$ cat src/rtl/cal_pkg.sv
package cal_pkg;

  localparam int unsigned SEL_W = 3;

  typedef enum logic [SEL_W-1:0] {
    SEL_SEC   = 3'd0,
    SEL_MIN   = 3'd1,
    SEL_HOUR  = 3'd2,
    SEL_DOW   = 3'd3,
    SEL_DATE  = 3'd4,
    SEL_MONTH = 3'd5,
    SEL_YEAR  = 3'd6
  } cal_sel_e;

  localparam int unsigned SEC_W   = 7;
  localparam int unsigned HOUR_W  = 6;
  localparam int unsigned DOW_W   = 3;
  localparam int unsigned DATE_W  = 6;
  localparam int unsigned MONTH_W = 5;
  localparam int unsigned YEAR_W  = 8;

  // Two-digit BCD year divisible by four: even tens need units 0/4/8,
  // odd tens need units 2/6.
  function automatic logic yr_is_leap(input logic [YEAR_W-1:0] yr);
    logic [3:0] u;
    u = yr[3:0];
    if (!yr[4]) return (u == 4'd0) || (u == 4'd4) || (u == 4'd8);
    else        return (u == 4'd2) || (u == 4'd6);
  endfunction

  // Last day of the month in BCD.
  function automatic logic [DATE_W-1:0] month_last_day(
      input logic [MONTH_W-1:0] mon, input logic [YEAR_W-1:0] yr);
    case (mon)
      5'h02:                      return yr_is_leap(yr) ? 6'h29 : 6'h28;
      5'h04, 5'h06, 5'h09, 5'h11: return 6'h30;
      default:                    return 6'h31;
    endcase
  endfunction

endpackage

$ cat src/rtl/cal_rst_sync.sv
module cal_rst_sync #(
  parameter int unsigned STAGES = 2
) (
  input  logic clk,
  input  logic arst_n,
  output logic rst_n_o
);
  logic [STAGES-1:0] sync_q;

  always_ff @(posedge clk or negedge arst_n) begin
    if (!arst_n) sync_q <= '0;
    else         sync_q <= {sync_q[STAGES-2:0], 1'b1};
  end

  assign rst_n_o = sync_q[STAGES-1];
endmodule

$ cat src/rtl/cal_bcd_step.sv
module cal_bcd_step #(
  parameter int unsigned W = 7
) (
  input  logic [W-1:0] cur_i,
  input  logic [W-1:0] lo_i,
  input  logic [W-1:0] hi_i,
  input  logic         en_i,
  output logic [W-1:0] nxt_o,
  output logic         wrap_o
);
  localparam int unsigned TENS_W = W - 4;

  logic at_top;
  logic [TENS_W-1:0] tens_inc;

  assign at_top   = (cur_i >= hi_i);
  assign tens_inc = cur_i[W-1:4] + 1'b1;
  assign wrap_o   = en_i && at_top;

  always_comb begin
    if (!en_i)                 nxt_o = cur_i;
    else if (at_top)           nxt_o = lo_i;
    else if (cur_i[3:0] >= 4'd9) nxt_o = {tens_inc, 4'h0};
    else                       nxt_o = cur_i + 1'b1;
  end
endmodule

$ cat src/rtl/cal_time_core.sv
module cal_time_core
  import cal_pkg::*;
#(
  parameter int unsigned SYNC_STAGES = 2
) (
  input  logic       clk,
  input  logic       rst_n,
  input  logic       tick_i,
  input  logic       wr_en_i,
  input  logic [2:0] wr_sel_i,
  input  logic [7:0] wr_data_i,
  output logic [7:0] sec_o,
  output logic [7:0] min_o,
  output logic [7:0] hour_o,
  output logic [7:0] dow_o,
  output logic [7:0] date_o,
  output logic [7:0] month_o,
  output logic [7:0] year_o,
  output logic       div_clr_o
);
  logic rst_q_n;

  cal_rst_sync #(.STAGES(SYNC_STAGES)) u_rst_sync (
    .clk    (clk),
    .arst_n (rst_n),
    .rst_n_o(rst_q_n)
  );

  logic [SEC_W-1:0]   sec_q, sec_d, sec_s;
  logic [SEC_W-1:0]   min_q, min_d, min_s;
  logic [HOUR_W-1:0]  hour_q, hour_d, hour_s;
  logic [DOW_W-1:0]   dow_q, dow_d, dow_s;
  logic [DATE_W-1:0]  date_q, date_d, date_s, date_top;
  logic [MONTH_W-1:0] mon_q, mon_d, mon_s;
  logic [YEAR_W-1:0]  year_q, year_d, year_s;
  logic stop_q, stop_d, fail_q, fail_d;
  logic cen_en_q, cen_en_d, cen_q, cen_d;
  logic div_clr_q;

  logic wr_hit, run, state_en;
  logic sec_wrap, min_wrap, hour_wrap, date_wrap, mon_wrap, year_wrap;

  assign wr_hit   = wr_en_i && (wr_sel_i <= SEL_YEAR);
  assign run      = tick_i && !stop_q && !wr_hit;
  assign state_en = run || wr_hit || stop_q;
  assign date_top = month_last_day(mon_q, year_q);

  cal_bcd_step #(.W(SEC_W)) u_sec (
    .cur_i(sec_q), .lo_i(7'h00), .hi_i(7'h59), .en_i(run),
    .nxt_o(sec_s), .wrap_o(sec_wrap));

  cal_bcd_step #(.W(SEC_W)) u_min (
    .cur_i(min_q), .lo_i(7'h00), .hi_i(7'h59), .en_i(sec_wrap),
    .nxt_o(min_s), .wrap_o(min_wrap));

  cal_bcd_step #(.W(HOUR_W)) u_hour (
    .cur_i(hour_q), .lo_i(6'h00), .hi_i(6'h23), .en_i(min_wrap),
    .nxt_o(hour_s), .wrap_o(hour_wrap));

  cal_bcd_step #(.W(DATE_W)) u_date (
    .cur_i(date_q), .lo_i(6'h01), .hi_i(date_top), .en_i(hour_wrap),
    .nxt_o(date_s), .wrap_o(date_wrap));

  cal_bcd_step #(.W(MONTH_W)) u_mon (
    .cur_i(mon_q), .lo_i(5'h01), .hi_i(5'h12), .en_i(date_wrap),
    .nxt_o(mon_s), .wrap_o(mon_wrap));

  cal_bcd_step #(.W(YEAR_W)) u_year (
    .cur_i(year_q), .lo_i(8'h00), .hi_i(8'h99), .en_i(mon_wrap),
    .nxt_o(year_s), .wrap_o(year_wrap));

  // Day of week follows the day carry, wrapping 7 -> 1.
  always_comb begin
    if (!hour_wrap)          dow_s = dow_q;
    else if (dow_q >= 3'd7)  dow_s = 3'd1;
    else                     dow_s = dow_q + 3'd1;
  end

  always_comb begin
    sec_d    = sec_s;
    min_d    = min_s;
    hour_d   = hour_s;
    dow_d    = dow_s;
    date_d   = date_s;
    mon_d    = mon_s;
    year_d   = year_s;
    stop_d   = stop_q;
    fail_d   = fail_q || stop_q;
    cen_en_d = cen_en_q;
    cen_d    = cen_q ^ (year_wrap && cen_en_q);
    if (wr_hit) begin
      case (wr_sel_i)
        SEL_SEC: begin
          sec_d  = wr_data_i[6:0];
          stop_d = wr_data_i[7];
        end
        SEL_MIN: begin
          min_d  = wr_data_i[6:0];
          fail_d = wr_data_i[7] || stop_q;
        end
        SEL_HOUR: begin
          hour_d   = wr_data_i[5:0];
          cen_d    = wr_data_i[6];
          cen_en_d = wr_data_i[7];
        end
        SEL_DOW:   dow_d  = wr_data_i[2:0];
        SEL_DATE:  date_d = wr_data_i[5:0];
        SEL_MONTH: mon_d  = wr_data_i[4:0];
        default:   year_d = wr_data_i;
      endcase
    end
  end

  always_ff @(posedge clk or negedge rst_q_n) begin
    if (!rst_q_n) begin
      sec_q    <= '0;
      min_q    <= '0;
      hour_q   <= '0;
      dow_q    <= 3'd1;
      date_q   <= 6'h01;
      mon_q    <= 5'h01;
      year_q   <= '0;
      stop_q   <= 1'b0;
      fail_q   <= 1'b1;
      cen_en_q <= 1'b0;
      cen_q    <= 1'b0;
    end else if (state_en) begin
      sec_q    <= sec_d;
      min_q    <= min_d;
      hour_q   <= hour_d;
      dow_q    <= dow_d;
      date_q   <= date_d;
      mon_q    <= mon_d;
      year_q   <= year_d;
      stop_q   <= stop_d;
      fail_q   <= fail_d;
      cen_en_q <= cen_en_d;
      cen_q    <= cen_d;
    end
  end

  always_ff @(posedge clk or negedge rst_q_n) begin
    if (!rst_q_n) div_clr_q <= 1'b0;
    else          div_clr_q <= wr_hit;
  end

  assign sec_o     = {stop_q, sec_q};
  assign min_o     = {fail_q, min_q};
  assign hour_o    = {cen_en_q, cen_q, hour_q};
  assign dow_o     = {5'b0, dow_q};
  assign date_o    = {2'b0, date_q};
  assign month_o   = {3'b0, mon_q};
  assign year_o    = year_q;
  assign div_clr_o = div_clr_q;
endmodule

$ cat config.mk
export PLATFORM = sky130hd
export DESIGN_NAME = cal_time_core
export DESIGN_NICKNAME = d
export VERILOG_FILES = /design/src/rtl/cal_pkg.sv /design/src/rtl/cal_rst_sync.sv /design/src/rtl/cal_bcd_step.sv /design/src/rtl/cal_time_core.sv
export SDC_FILE = /design/constraint.sdc
export NUM_CORES = 1
export LEC_CHECK = 0
export BUFFER_PORTS_ARGS = -buffer_cell sky130_fd_sc_hd__buf_2
export CAP_MARGIN = 30
export CORE_AREA = 10 10 120 122
export CTS_CLUSTER_SIZE = 14
export DETAILED_ROUTE_END_ITERATION = 16
export DIE_AREA = 0 0 130 132
export PLACE_DENSITY = 0.66
export SLEW_MARGIN = 10
export SYNTH_ARGS = -nofsm -noshare
export SYNTH_HDL_FRONTEND = slang
export SYNTH_HIERARCHICAL = 1
export SYNTH_SLANG_ARGS = --single-unit
$ cat constraint.sdc
create_clock -name clk -period 2.85 [get_ports clk]
set_input_delay 0.1425 -clock clk [delete_from_list [all_inputs] [get_ports clk]]
set_output_delay 0.1425 -clock clk [all_outputs]
set_load 0.02 [all_outputs]
==> results of run 1 <==
-- worst max-delay path by stage --
stage                     cells past startpoint   endpoint  startpoint  slack [ns]
after floorplan                              19      cen_q    sec_q[2]       -0.47
after CTS                                    14  year_o[4]    mon_q[3]      0.0001
after detailed placement                     16  year_o[2]   year_o[3]       -0.08
after global routing                         14  year_o[4]    mon_q[4]       -0.12
after global placement                       13  year_o[4]    mon_q[3]        0.01
final                                        14  year_o[4]    mon_q[4]        0.03
-- metrics by stage --
stage               instance area [um^2]  total power, mW  hold WS, ns  setup WS, ns
finish                              6550             6.22        0.147        0.0348
global route                        6550             6.77        0.164        -0.117
CTS                                 6440             6.09        0.152      0.000106
detailed placement                  6260             5.42      -0.0717       -0.0777
global placement                    6260             5.24      -0.0719        0.0119
floorplan                           5740             4.21       -0.153        -0.466
-- kinds of logic after synthesis --
logic type	share of synthesized area, %
flip-flops	23.1
XOR/XNOR	0.165
adder cells (fa/ha/maj)	14.6
other	0.212
AND/OR/NAND/NOR	17.8
multiplexers	11.4
buffers and inverters	10.0
AO/OA/AOI/OAI	22.7
-- cell type report --
type | instances | area share, %
tap | 147 | 2.81
timing repair buffer | 119 | 11.5
sequential | 49 | 18.9
multi-input combinational | 554 | 61.0
clock inverter | 1 | 0.0764
inverter | 58 | 3.32
clock buffer | 7 | 2.33
-- power breakdown --
part | switching [mW] | internal [mW]
clock network | 0.275 | 0.373
logic | 2.39 | 1.82
registers | 0.347 | 1.01
total | 3.01 | 3.21
-- synthesized netlist by cell type (all sizes together), types with 2 or more instances --
master	count
nand2b	10
a31oi	10
nor2b	10
o221ai	9
a32oi	2
a21oi	22
clkbuf	11
and2b	2
and4b	3
nand2	85
nor2	16
o21a	5
buf	34
nor3	4
a211oi	4
nor3b	3
and4bb	2
a41oi	5
nand4	7
nand3	14
and3	3
or3b	2
a21boi	11
inv	58
or4b	2
conb	3
a211o	2
a2bb2oi	13
and2	4
o2bb2ai	2
a22oi	3
nand3b	4
mux2	4
or3	2
mux2i	56
dfstp	4
o211ai	3
o21ai	62
dfrtp	45
ha	62
a21o	5
nand4b	3
-- repair_timing --
| action | in CTS | in global routing |
|---|---|---|
| buffers inserted | 2 | 8 |
| pin swaps | 1 | 7 |
| hold buffers | 1 | 0 |
| gates resized for setup | 2 | 10 |
| endpoints found under the hold margin | 2 | 0 |
| gates cloned | 0 | 1 |
| setup endpoints to repair | 8 | 15 |
-- per-layer routing --
metal	routed length, um	vias up	global-route usage (%)
met1	6320	2347	20.3
li1	-	2441	-
met2	7370	135	29.0
met5	0	-	0
met4	125	0	3.06
met3	708	10	2.82
-- sequential cells by signal (all words and copies together), names as in the netlist --
| register | count |
|---|---|
| date_q | 6 |
| fail_q | 1 |
| mon_q | 5 |
| div_clr_o | 1 |
| stop_q | 1 |
| u_rst_sync/sync_q | 2 |
| cen_en_q | 1 |
| dow_q | 3 |
| hour_q | 6 |
| min_q | 7 |
| year_o | 8 |
| cen_q | 1 |
| sec_q | 7 |
==> impl_metrics.py, run 1 <==
metrics = {
    "global_route": {
        "grt_pass1_vias": 4813,
        "grt_util_all_layers_pct": 16.4,
        "grt_max_degree": 55,
        "grt_remaining_overflow": 0,
        "antenna_found_initial": 0,
        "grt_first_pass_wirelength_um": 23500,
    },
    "detailed_routing": {
        "drc_errors": 0,
        "vias": 4933,
        "drt_iter0_markers": 273,
        "wire_per_inst_um": 15.5,
        "avgViaCountPerCell": 5.28,
        "wirelength_um": 14500,
        "dr.pass1.iters": 5,
        "postRouteAntennaNets": 0,
    },
    "synth": {
        "synth_seq_cells": 49,
        "ys_types": 70,
        "syn_area_mm2": 0.00532,
        "synthTopCellsByArea": "dfrtp_1, ha_1, mux2i_1",
        "yosys.area.top_type": "dfrtp_1",
        "synthesis.instances": 622,
        "synth_top_area_share_pct": 21.2,
        "syn_area_per_cell_um2": 8.55,
        "synth-edff-count": 0,
        "yosys_warnings": 6,
        "yosysSeqAreaShare_pct": 23.1,
        "postSynth.asyncResetShare_pct": 100,
        "synthFlopType": "dfrtp_1",
    },
    "finish": {
        "layoutNonFillerInstCount": 935,
        "drive_above_1_share_pct": 24.9,
        "seqCellArea_mm2": 0.00124,
        "syn2layout_area_growth_pct": 23.2,
        "final_core_util_pct": 55.0,
        "layout_commonest_cell": "conb_1",
        "multi_input_area_mm2": 0.00400,
        "fill_cells": 1122,
        "diodes": 0,
        "fin_nets": 864,
        "final_cell_mix": "conb_1, nand2_1, buf_2",
    },
    "floorplanning": {
        "start_util_pct": 44.7,
        "die_x_um": 130,
        "ios": 72,
        "die_y_um": 132,
        "die_area_mm2": 0.0172,
        "core_area_mm2": 0.0119,
        "rows": 40,
    },
    "hold_path": {
        "hp-start": "wr_data_i[7]",
        "whs_path_depth": 2,
        "min_to": "fail_q",
        "hold_class": "input pin to flip-flop",
    },
    "setup_path": {
        "r2r_cells": 14,
        "worstReg2RegEnd": "year_o[4]",
        "crit_top_cell": "o21ai_1",
        "critical_path_class": "flip-flop to flip-flop",
        "crit_required_ns": 3.07,
        "critPathBufInv": 1,
        "slowest_stage": "dfrtp_1",
        "crit_family": "compound AO/OA/AOI/OAI gates",
        "crit_arrival_ns": 3.03,
        "endpoint_kind": "flip-flop",
        "crit_path_max_fanout": 7,
        "r2r_start": "mon_q[4]",
        "crit_chain": "buf_6, xor2_2, nand3_1, and3_1, ha_1, nand2b_1, a31oi_1, o21ai_1, and2_4, and2b_4, a21bo_4, a221oi_2, mux2i_1, o21ai_1",
        "slowest_delay_ns": 0.40,
        "start_kind": "flip-flop",
        "worst-r2r-setup-slack_ns": 0.03,
    },
    "timing": {
        "timing.final.crit_share_pct": 98.8,
        "max_freq_mhz": 355,
        "slew-limit-headroom_pct": 55.6,
        "hold_viol": 0,
        "skew_ns": 0.00752,
        "setup_violations": 0,
        "slew_viol_final": 0,
        "tns_ns": 0,
        "fin_crit_ns": 2.82,
        "worstMarginPinSlew_ns": 0.663,
        "rsz0062_at_grt": "true",
    },
    "power": {
        "cellLeakagePower_nw": 3.23,
        "vdd_ir_drop_max_mv": 0.435,
        "power_density_mw_per_mm2": 949,
    },
    "placed_design": {
        "numPortBuffers": 61,
        "gp_congestion": 0.889,
        "dp.cells": 915,
        "place_hpwl_um": 10900,
    },
    "cts": {
        "clockRootBuffer": "clkbuf_16",
        "clock_sinks": 49,
        "numCtsBuffers": 5,
        "cts_max_path_buffers": 2,
        "insertion_delay_ns": 0.29,
        "clk_pin_slew_ns": 0.07,
        "tritoncts": "built",
        "htree_levels": 2,
    },
    "outcome": {
        "status": "completed",
    },
    "flow_run": {
        "drv_cap": 0,
    },
}
No activity file was read; power rests on OpenSTA's default activity.
==> inputs of run 2 (changes only) <==
Settings changed: PLACE_DENSITY 0.66 to 0.64.
==> impl_metrics.py, run 2 (synthesis gave the netlist of run 1 again) <==
metrics = {
    "outcome": {
        "status": "completed",
    },
    "global_route": {
        "grt_max_degree": 55,
        "grt_pass1_vias": 4734,
        "grt_remaining_overflow": 0,
        "antenna_found_initial": 0,
        "grt_util_all_layers_pct": 16.5,
        "grt_first_pass_wirelength_um": 23400,
    },
    "timing": {
        "tns_ns": 0,
        "setup_violations": 0,
        "hold_viol": 0,
        "max_freq_mhz": 363,
        "skew_ns": 0.00552,
        "fin_crit_ns": 2.76,
        "slew_viol_final": 0,
        "slew-limit-headroom_pct": 44.5,
        "worstMarginPinSlew_ns": 0.832,
        "timing.final.crit_share_pct": 96.8,
        "rsz0062_at_grt": "true",
    },
    "finish": {
        "syn2layout_area_growth_pct": 24.7,
        "largest_reg_flops": 8,
        "diodes": 0,
        "layout_commonest_cell": "conb_1",
        "drive_above_1_share_pct": 25.8,
        "fin_nets": 866,
        "final_core_util_pct": 55.7,
        "layoutNonFillerInstCount": 937,
        "final_cell_mix": "conb_1, nand2_1, buf_2",
    },
    "detailed_routing": {
        "postRouteAntennaNets": 0,
        "avgViaCountPerCell": 5.09,
        "wl_met2_um": 7120,
        "vias": 4772,
        "met1_length_um": 6240,
        "wirelength_um": 14200,
        "drc_errors": 0,
        "wl_met3_um": 623,
        "dr.max_layer_used": "met4",
        "drt_iter0_markers": 183,
        "wire_per_inst_um": 15.1,
        "dr.pass1.iters": 4,
    },
    "cts": {
        "cts_max_path_buffers": 2,
        "tritoncts": "built",
        "clockRootBuffer": "clkbuf_16",
        "htree_levels": 2,
        "clock_sinks": 49,
        "insertion_delay_ns": 0.29,
        "clk_pin_slew_ns": 0.07,
        "numCtsBuffers": 5,
    },
    "placed_design": {
        "gp_congestion": 0.794,
        "numPortBuffers": 61,
        "dp.cells": 919,
        "place_hpwl_um": 10700,
    },
    "setup_path": {
        "crit_arrival_ns": 2.98,
        "crit_family": "compound AO/OA/AOI/OAI gates",
        "crit_required_ns": 3.07,
        "critPathBufInv": 1,
        "endpoint_kind": "flip-flop",
        "crit_chain": "buf_6, xor2_1, nand3_1, and3_4, ha_4, nand2b_4, a31oi_2, o21ai_2, and2_4, and2b_4, a21bo_4, a221oi_2, mux2i_1, o21ai_1",
        "start_kind": "flip-flop",
        "critical_path_class": "flip-flop to flip-flop",
        "crit_path_max_fanout": 5,
        "slowest_stage": "dfrtp_1",
        "slowest_delay_ns": 0.40,
    },
    "power": {
        "vdd_ir_drop_max_mv": 0.569,
        "cellLeakagePower_nw": 3.25,
        "power_density_mw_per_mm2": 945,
        "total_power_mw": 6.27,
    },
    "floorplanning": {
        "die_y_um": 132,
        "core_area_mm2": 0.0119,
        "rows": 40,
        "die_x_um": 130,
        "ios": 72,
        "die_area_mm2": 0.0172,
        "start_util_pct": 44.7,
    },
    "flow_run": {
        "drv_cap": 0,
    },
    "hold_path": {
        "hold_class": "input pin to flip-flop",
    },
}
[run 2: cell count changes in the layout (fill, tap and decap cells not counted), sizes merged]
cell,delta
clkbuf,+1
clkinv,-1
buf,+2
[run 2: what timing repair did]
| item | in CTS | in global routing |
|---|---|---|
| buffers inserted | 3 | 5 |
| resized for setup | 3 | 24 |
| setup endpoints to repair | 8 | 16 |
| pin swaps | 2 | 14 |
| hold endpoints to repair | 2 | 0 |
| gates cloned | 1 | 0 |
| hold buffers | 1 | 0 |
[run 2: cell type report]
type                    instances  area [um^2]
fillers                      1132         5280
multi-input cells             554         4060
flip-flops and latches         49         1240
repair buffers                121          790
inverters                      58          218
well taps                     147          184
clock buffers                   8          146
[run 2: final timing paths]
check / from / to / cells past startpoint / slack, ns
worst min-delay path: wr_en_i / div_clr_o / 2 / 0.11
worst max-delay path: mon_q[4] / year_o[4] / 14 / 0.09
max in group asynchronous: u_rst_sync/sync_q[1] / dow_q[0] / 1 / 1.68
worst min register to register: u_rst_sync/sync_q[1] / year_o[7] / 0 / 0.37
min in group asynchronous: rst_n / u_rst_sync/sync_q[0] / 2 / 0.19
worst max register to register: mon_q[4] / year_o[4] / 14 / 0.09
[run 2: power breakdown]
| group | switching [mW] | internal (mW) | total, mW |
|---|---|---|---|
| clock network | 0.271 | 0.351 | 0.623 |
| registers | 0.371 | 1.01 | 1.38 |
| logic | 2.39 | 1.88 | 4.27 |
| total | 3.03 | 3.24 | 6.27 |
[run 2: worst register-to-register path, stage by stage, from the launching register on]
cell and delay [ns]:
dfrtp_1 0.40, buf_6 0.13, xor2_1 0.16, nand3_1 0.10, and3_4 0.17, ha_4 0.25, nand2b_4 0.10, a31oi_2 0.08
o21ai_2 0.17, and2_4 0.18, and2b_4 0.18, a21bo_4 0.24, a221oi_2 0.26, mux2i_1 0.11, o21ai_1 0.15
[run 2: metrics by stage]
stage	setup WS (ns)	hold WS [ns]	instance area [um^2]
2_1_floorplan	-0.466	-0.153	5740
3_3_place_gp	0.0273	-0.0719	6300
3_5_place_dp	-0.101	-0.0709	6300
4_1_cts	0.00345	0.0985	6500
5_1_grt	-0.0649	0.114	6630
6_report	0.0915	0.111	6630
[run 2: routing by layer]
metal	vias to the layer above	track usage [%]
li1	2448	-
met1	2242	20.5
met2	70	28.7
met3	12	2.74
met4	0	3.69
met5	-	0
==> inputs of run 3 (changes only) <==
Settings changed: CORE_AREA 10 10 120 122 to 10 10 103 105, DIE_AREA 0 0 130 132 to 0 0 113 115, PLACE_DENSITY 0.64 to 0.65, SYNTH_HIERARCHICAL 1 to unset.
==> impl_metrics.py, run 3 <==
metrics = {
    "finish": {
        "final_cell_mix": "buf_2, nand2_1, dfrtp_1",
        "syn2layout_area_growth_pct": 17.6,
        "layout_commonest_cell": "buf_2",
        "drive_above_1_share_pct": 23.7,
        "diodes": 0,
        "largest_reg_flops": 8,
        "layoutNonFillerInstCount": 618,
        "final_core_util_pct": 51.4,
        "fin_nets": 558,
        "final_area_mm2": 0.00439,
    },
    "setup_path": {
        "critPathBufInv": 2,
        "crit_top_cell": "a21oi_1",
        "crit_arrival_ns": 3.04,
        "worstReg2RegEnd": "year_o[1]",
        "r2r_start": "mon_q[0]",
        "slowest_stage": "dfstp_2",
        "critical_path_class": "flip-flop to flip-flop",
        "start_kind": "flip-flop",
        "crit_family": "compound AO/OA/AOI/OAI gates",
        "crit_required_ns": 3.07,
        "worst-r2r-setup-slack_ns": 0.04,
        "r2r_cells": 12,
        "crit_path_max_fanout": 7,
        "slowest_delay_ns": 0.57,
        "crit_chain": "inv_4, ha_4, o211ai_1, a21oi_1, a31oi_1, ha_1, or4b_4, a22o_4, nand4_1, buf_4, o21ai_1, a21oi_1",
        "endpoint_kind": "flip-flop",
    },
    "detailed_routing": {
        "postRouteAntennaNets": 0,
        "vias": 3708,
        "dr.pass1.iters": 5,
        "avgViaCountPerCell": 6.00,
        "wire_per_inst_um": 18.9,
        "drt_iter0_markers": 316,
        "wirelength_um": 11700,
        "drc_errors": 0,
    },
    "floorplanning": {
        "ios": 72,
        "core_area_mm2": 0.00855,
        "start_util_pct": 43.7,
        "die_y_um": 115,
        "rows": 34,
        "die_area_mm2": 0.0130,
        "die_x_um": 113,
    },
    "timing": {
        "whs_ns": 0.105,
        "setup_violations": 0,
        "rsz0062_at_grt": "true",
        "skew_ns": 0.0123,
        "slew-limit-headroom_pct": 43.3,
        "max_freq_mhz": 355,
        "setup_ws_ns": 0.0369,
        "slew_viol_final": 0,
        "timing.final.crit_share_pct": 98.7,
        "tns_ns": 0,
        "worstMarginPinSlew_ns": 0.844,
        "hold_viol": 0,
        "fin_crit_ns": 2.81,
    },
    "cts": {
        "tritoncts": "built",
        "clockRootBuffer": "clkbuf_8",
        "clk_pin_slew_ns": 0.10,
        "cts_max_path_buffers": 2,
        "insertion_delay_ns": 0.31,
        "numCtsBuffers": 5,
        "clock_sinks": 49,
        "htree_levels": 2,
    },
    "synth": {
        "synthTopCellsByArea": "dfrtp_1, ha_1, nand2_1",
        "yosysSeqAreaShare_pct": 33.0,
        "yosys.area.top_type": "dfrtp_1",
        "yosys_warnings": 0,
        "synth.most_common_cell": "nand2_1",
        "syn_area_per_cell_um2": 8.49,
        "synth-edff-count": 0,
        "synthFlopType": "dfrtp_1",
        "netlist_top_cells_count": "nand2_1, dfrtp_1, nor2_1",
        "ys_types": 64,
        "synthesis.instances": 440,
        "syn_area_mm2": 0.00373,
        "synth_top_area_share_pct": 30.2,
        "synth_seq_cells": 49,
        "postSynth.asyncResetShare_pct": 100,
    },
    "hold_path": {
        "min_to": "fail_q",
        "hp-start": "wr_data_i[7]",
        "whs_path_depth": 3,
        "hold_class": "input pin to flip-flop",
    },
    "global_route": {
        "grt_util_all_layers_pct": 17.4,
        "grt_first_pass_wirelength_um": 18900,
        "grt_pass1_vias": 3734,
        "grt_max_degree": 33,
        "antenna_found_initial": 0,
        "grt_remaining_overflow": 0,
    },
    "power": {
        "clockPowerShare_pct": 13.7,
        "p_seq_share_pct": 34.0,
        "internal_power_mw": 1.92,
        "vdd_ir_drop_max_mv": 0.336,
        "p_sw_share_pct": 48.3,
        "power_density_mw_per_mm2": 846,
        "p_sw_mw": 1.79,
        "cellLeakagePower_nw": 1.95,
        "total_power_mw": 3.72,
        "power_frac_comb_pct": 52.3,
    },
    "placed_design": {
        "place_hpwl_um": 8780,
        "dp.cells": 607,
        "numPortBuffers": 61,
        "pre_cts_ws_ns": -0.0686,
        "place_area_mm2": 0.00422,
        "gp_congestion": 0.868,
    },
    "outcome": {
        "status": "completed",
    },
    "flow_run": {
        "drv_cap": 0,
    },
}
## run 3: power by group through the flow
stage                     logic [mW]  clock network [mW]  registers, mW
after floorplan                 1.03                   0           1.48
after global placement          1.88                   0           1.26
after detailed placement        1.92                   0           1.27
after CTS                       1.93               0.521           1.26
after global routing            2.18               0.545           1.31
final                           1.94               0.509           1.26
## run 3: cell families (layout without fill, tap and decap cells)
logic type,count (synthesis),after routing,share of synthesized area [%]
multiplexers,4,4,1.21
AO/OA/AOI/OAI,130,130,24.3
AND/OR/NAND/NOR,164,164,22.3
buffers and inverters,54,115,7.00
XOR/XNOR,3,3,0.704
flip-flops,49,49,33.0
other,2,11,0.201
adder cells (fa/ha/maj),34,34,11.4
## run 3: how the worst max path moves through the flow
stage / startpoint / to / slack (ns) / depth (start not counted)
floorplan: mon_q[0] / cen_q / -0.02 / 12
global route: mon_q[0] / year_o[1] / -0.17 / 12
CTS: year_o[0] / year_o[1] / 0.0007 / 13
finish: mon_q[0] / year_o[1] / 0.04 / 12
global placement: mon_q[0] / year_o[1] / 0.03 / 11
detailed placement: year_o[0] / mon_q[3] / -0.07 / 12
## run 3: cell type report
| cell class | instances | area, um^2 |
|---|---|---|
| clock inverters | 2 | 35.0 |
| fillers | 830 | 4160 |
| clock buffers | 6 | 72.6 |
| well taps | 108 | 135 |
| flip-flops and latches | 49 | 1240 |
| repair buffers | 82 | 465 |
| multi-input cells | 346 | 2350 |
| inverters | 25 | 96.3 |
## run 3: tightest hold or removal path: stages
cell      delay (ns)
buf_2           0.14
nand2_1         0.07
nand3b_1        0.07
## run 3: what timing repair did
item	in CTS	in global routing
endpoints found under the setup margin	6	18
setup buffers	1	1
hold endpoints to repair	2	0
hold buffers	1	0
pin swaps	1	14
resized for setup	4	9
## run 3: routing by layer
metal / global-route usage [%] / part of all wire, % / routed length (um) / vias up
met5: 0 / 0 / 0 / -
met4: 5.67 / 1.8 / 208 / 0
met3: 4.17 / 7.3 / 852 / 18
met2: 27.9 / 46 / 5330 / 149
met1: 22.6 / 45 / 5270 / 1793
li1: - / - / - / 1748
